[src/rtl/obl_pf_pkg.sv]
package obl_pf_pkg;
  typedef enum logic [1:0] {
    PF_LOOKAHEAD = 2'd0,
    PF_ON_MISS   = 2'd1,
    PF_TAGGED    = 2'd2,
    PF_OFF       = 2'd3
  } pf_mode_e;
endpackage

[src/rtl/obl_tag_array.sv]
module obl_tag_array #(
  parameter int LINE_W = 4
) (
  input  logic                  clk,
  input  logic                  rst,
  input  logic                  clr_en,
  input  logic [LINE_W-1:0]     clr_line,
  input  logic                  set_en,
  input  logic [LINE_W-1:0]     set_line,
  input  logic                  set_val,
  output logic [(1<<LINE_W)-1:0] bits_o
);
  localparam int LINES = 1 << LINE_W;

  // One flop per line; a fill has priority over a hit clear on the same line.
  for (genvar i = 0; i < LINES; i++) begin : g_line
    always_ff @(posedge clk) begin
      if (rst) begin
        bits_o[i] <= 1'b0;
      end else if (set_en && set_line == LINE_W'(i)) begin
        bits_o[i] <= set_val;
      end else if (clr_en && clr_line == LINE_W'(i)) begin
        bits_o[i] <= 1'b0;
      end
    end
  end
endmodule

[src/rtl/obl_trigger.sv]
module obl_trigger
  import obl_pf_pkg::*;
#(
  parameter int ADDR_W = 12
) (
  input  logic [1:0]        mode,
  input  logic              acc_valid,
  input  logic [ADDR_W-1:0] acc_blk,
  input  logic              acc_hit,
  input  logic              line_tag,
  output logic              fire,
  output logic [ADDR_W-1:0] next_blk
);
  logic at_top;
  logic policy_ok;

  assign at_top   = &acc_blk;
  assign next_blk = acc_blk + ADDR_W'(1);

  always_comb begin
    unique case (pf_mode_e'(mode))
      PF_LOOKAHEAD: policy_ok = 1'b1;
      PF_ON_MISS:   policy_ok = !acc_hit;
      PF_TAGGED:    policy_ok = !acc_hit || line_tag;
      default:      policy_ok = 1'b0;
    endcase
  end

  assign fire = acc_valid && !at_top && policy_ok;
endmodule

[src/rtl/obl_req_slot.sv]
module obl_req_slot #(
  parameter int ADDR_W = 12
) (
  input  logic              clk,
  input  logic              rst,
  input  logic              load,
  input  logic [ADDR_W-1:0] load_blk,
  input  logic              ready,
  output logic              valid_o,
  output logic [ADDR_W-1:0] blk_o
);
  always_ff @(posedge clk) begin
    if (rst) begin
      valid_o <= 1'b0;
      blk_o   <= '0;
    end else if (load) begin
      valid_o <= 1'b1;
      blk_o   <= load_blk;
    end else if (valid_o && ready) begin
      valid_o <= 1'b0;
    end
  end
endmodule

[src/rtl/obl_prefetcher.sv]
module obl_prefetcher #(
  parameter int ADDR_W = 12,
  parameter int LINE_W = 4
) (
  input  logic                   clk,
  input  logic                   rst,
  input  logic [1:0]             mode_i,
  input  logic                   acc_valid_i,
  input  logic [ADDR_W-1:0]      acc_blk_i,
  input  logic                   acc_hit_i,
  input  logic                   fill_valid_i,
  input  logic [LINE_W-1:0]      fill_line_i,
  input  logic                   fill_is_pf_i,
  input  logic                   pf_ready_i,
  output logic                   pf_valid_o,
  output logic [ADDR_W-1:0]      pf_blk_o,
  output logic [(1<<LINE_W)-1:0] tag_bits_o
);
  localparam int LINES = 1 << LINE_W;

  logic [LINE_W-1:0] acc_line;
  logic              acc_tag;
  logic              fire;
  logic [ADDR_W-1:0] next_blk;

  assign acc_line = acc_blk_i[LINE_W-1:0];
  assign acc_tag  = tag_bits_o[acc_line];

  obl_tag_array #(.LINE_W(LINE_W)) u_tags (
    .clk      (clk),
    .rst      (rst),
    .clr_en   (acc_valid_i && acc_hit_i),
    .clr_line (acc_line),
    .set_en   (fill_valid_i),
    .set_line (fill_line_i),
    .set_val  (fill_is_pf_i),
    .bits_o   (tag_bits_o)
  );

  obl_trigger #(.ADDR_W(ADDR_W)) u_trig (
    .mode      (mode_i),
    .acc_valid (acc_valid_i),
    .acc_blk   (acc_blk_i),
    .acc_hit   (acc_hit_i),
    .line_tag  (acc_tag),
    .fire      (fire),
    .next_blk  (next_blk)
  );

  obl_req_slot #(.ADDR_W(ADDR_W)) u_slot (
    .clk      (clk),
    .rst      (rst),
    .load     (fire),
    .load_blk (next_blk),
    .ready    (pf_ready_i),
    .valid_o  (pf_valid_o),
    .blk_o    (pf_blk_o)
  );

  initial begin
    if (LINE_W > ADDR_W || LINES < 2) $error("obl_prefetcher: bad LINE_W");
  end
endmodule

[config.mk]
export PLATFORM = sky130hd
export DESIGN_NAME = obl_prefetcher
export DESIGN_NICKNAME = d
export VERILOG_FILES = /design/src/rtl/obl_pf_pkg.sv /design/src/rtl/obl_tag_array.sv /design/src/rtl/obl_trigger.sv /design/src/rtl/obl_req_slot.sv /design/src/rtl/obl_prefetcher.sv
export SDC_FILE = /design/constraint.sdc
export NUM_CORES = 1
export LEC_CHECK = 0
export BUFFER_PORTS_ARGS = -buffer_cell sky130_fd_sc_hd__buf_4
export CORE_UTILIZATION = 35
export CTS_CLUSTER_SIZE = 20
export DETAILED_ROUTE_END_ITERATION = 7
export SLEW_MARGIN = 20
export SYNTH_ARGS = -nofsm -noshare
export SYNTH_HDL_FRONTEND = slang
export SYNTH_SLANG_ARGS = --single-unit
[constraint.sdc]
create_clock -name clk -period 3 [get_ports clk]
set_clock_uncertainty 0.15 [all_clocks]
set_input_delay 0.6 -clock clk [delete_from_list [all_inputs] [get_ports clk]]
set_output_delay 0.6 -clock clk [all_outputs]
set_load 0.02 [all_outputs]
==> qor.txt <==
Outcome -> finished clean
Hold Crit Start -> u_slot.blk_o[6]$_SDFFE_PP0P_
Finished Layout Cells -> 351
Critical Path End Type -> flip-flop
Post-CTS Hold Buffers -> 0
Die height -> 74.5 microns
Vias in the first global route -> 1574
Wirelength per Cell -> 13.7 microns
Final setup TNS -> 0 ns
Clk root buf -> clkbuf_8
CTS Sinks -> 29
Total Power -> 0.921 mW
Yosys top cell area share -> 31.5%
Core area -> 0.00507 sq mm
TritonCTS clock tree -> done
Ant diodes -> 0
Mapped Area -> 0.00184 sq mm
Yosys top cell by area -> dfxtp_1
Critical Path Source -> acc_blk_i[0]
DRT Pass-1 Iters -> 4
Slew @ Worst Pin -> 0.579 ns
Area grow syn2layout -> 27.6%
Max VDD drop -> 0.000170 V
DRT iter0 DRCs -> 63
Hold/Removal Path Class -> flip-flop to flip-flop
Total CTS buffers -> 5
Placed cell area -> 0.00226 sq mm
First-pass GRT wire length -> 7580 microns
Ratio of cells with drive above 1 in the final layout -> 27.4%
Synthesis-stage register bit count -> 29
Final Net Count -> 310
Register area -> 581 sq um
Worst setup SP type -> primary input
Distinct cells, synth -> 36
Final Instance Area -> 0.00235 sq mm
Mapped Nets -> 263
Most used DFF post-synth -> dfxtp_1
I/O Buffers -> 53
GR Overflow Total -> 0
Slowest cell delay on critical path -> 0.56 ns
Mean Syn Cell Area -> 7.87 sq um
Post-Syn Instances -> 234
Clk pin slew, worst setup/hold paths -> 0.06 ns
Filler cell count -> 536
Initial Util -> 36.3%
Clk_lat worst skew -> 0.29 ns
Via-per-instance ratio -> 5.13
Crit path required time -> 3.03 ns
EDFF count, synth -> 0
Largest net degree at the start of global routing -> 41
Commonest cells in the synthesized netlist -> 29 x dfxtp_1, 29 x nand2_1, 25 x nand3_1
Initial antenna violation count -> 0
Register area share after synthesis -> 31.5%
FFs w/ async S/R, synth -> 0%
Ranking of synthesized cells by area -> dfxtp_1 32%, nand3_1 6.8%, nand2_1 5.9%
Post-DRT Antenna Nets -> 0
Routability cong. -> 0.785
FMAX -> 405 MHz
Slew Viols, Final -> 0
FF-to-FF End -> u_slot.blk_o[0]$_SDFFE_PP0P_
Cell mode on critical path -> buf_4
Fin. Hold Viols -> 0
Hold Path Depth -> 2
CTS Buffer Depth -> 2
Post-CTS Setup Inserts -> 0
RSZ-0062 raised after global routing -> false
I/O pin count -> 54
Final Cycle Share -> 82.2%
Total area of multi-input combinational cells -> 0.00114 sq mm
Cts repair resizes -> 0
R2R cell count -> 6
Die area -> 0.00556 sq mm
R2r setup slk -> 0.79 ns
Kind of critical path -> primary input to flip-flop
CP max stage cell -> or4_4
Setup-failing EPs final -> 0
Vias post-DR -> 1802
Arr. time, crit path -> 2.49 ns
Post-Place Cells -> 344
Die X -> 74.5 microns
Syn. warnings -> 0
DRC errors left -> 0
Cell Chain, Critical Path -> buf_4 > mux2i_1 > nor3b_1 > or4_4 > o21ai_4 > buf_4 > mux2_4
Leakage -> 0.969 nW
Total track usage -> 18.2%
Detailed placement HPWL -> 3500 microns
Maxcap violations -> 0
R2R Path Start -> u_tags.bits_o[15]$_SDFFE_PP0P_
Cell Pwr Density -> 392 mW/mm^2
Num rows -> 26
Fin crit period -> 2.47 ns
CP max FO -> 14
Hold endpoint -> u_slot.blk_o[6]$_SDFFE_PP0P_
Relative max-transition margin -> 61.3%
H-tree depth -> 2
Drt total wl -> 4820 microns
-- worst max-delay path by stage --
stage	to	slack (ns)	cells past startpoint
6_report	u_slot.blk_o[0]$_SDFFE_PP0P_	0.53	7
4_1_cts	u_slot.blk_o[11]$_SDFFE_PP0P_	0.52	7
5_1_grt	u_slot.blk_o[4]$_SDFFE_PP0P_	0.43	7
3_3_place_gp	u_slot.blk_o[0]$_SDFFE_PP0P_	0.31	7
2_1_floorplan	u_slot.blk_o[0]$_SDFFE_PP0P_	0.61	7
3_5_place_dp	u_slot.blk_o[0]$_SDFFE_PP0P_	0.22	7
-- power by group --
group	total (mW)	leakage, nW	switching (mW)	internal [mW]
Clock	0.333	0.0443	0.152	0.182
Combinational	0.181	0.689	0.100	0.0808
Sequential	0.407	0.236	0.00778	0.399
-- through the flow --
step | util, % | worst slack (ns) | hold slack (ns)
6_report | 46.3 | 0.533 | 0.322
2_1_floorplan | - | 0.615 | 0.375
3_3_place_gp | 44.6 | 0.313 | 0.312
5_1_grt | 46.3 | 0.433 | 0.345
4_1_cts | 46.3 | 0.522 | 0.323
3_5_place_dp | 44.6 | 0.222 | 0.311
-- registers in the layout, summed over array words and instances, names as in the netlist --
register	count
u_slot.blk_o	12
u_tags.bits_o	16
u_slot.valid_o	1
-- placed cells by master (no fill, tap or decap), types with 7 or more instances in the layout --
master | netlist | routed
buf_4 | 0 | 56
inv_1 | 10 | 10
nor2b_1 | 12 | 12
nor2_1 | 20 | 20
a21oi_1 | 15 | 15
xnor2_1 | 7 | 7
nand2_1 | 29 | 29
dfxtp_1 | 29 | 29
nor3_1 | 7 | 7
nand3_1 | 25 | 25
mux2_4 | 7 | 7
mux2i_1 | 9 | 9
-- cell families (layout without fill, tap and decap cells) --
kind of cell	after synthesis	after routing	synth area share [%]
adder cells (fa/ha/maj)	4	4	2.72
flip-flops	29	29	31.5
multiplexers	19	19	12.4
XOR/XNOR	9	9	4.28
AND/OR/NAND/NOR	115	115	30.8
buffers and inverters	26	73	6.73
AO/OA/AOI/OAI	32	32	11.5
-- layout make-up --
type                            instances  share of cell area, %
Clock buffer                            7                   3.67
Multi-Input combinational cell        179                   48.4
Tap cell                               70                   3.73
Timing Repair Buffer                   56                   17.9
Inverter                               10                   1.60
Sequential cell                        29                   24.7
-- routing by layer --
metal  share of wire [%]  global-route usage, %  vias to the layer above
met2                  43                   27.8                       72
met3                 7.1                   5.01                        7
met4                 1.2                   5.66                        0
met5                   0                      0                        -
li1                    -                      -                      908
met1                  48                   24.9                      815
-- worst max-delay path, delay by kind of cell --
kind / cells / cell delay [ns]
AOI/OAI and AO/OA: 1 / 0.26
buffers and inverters: 2 / 0.45
muxes: 2 / 0.55
and+or+nand+nor: 2 / 0.64
Note: power is estimated with default switching activity, not from simulation.
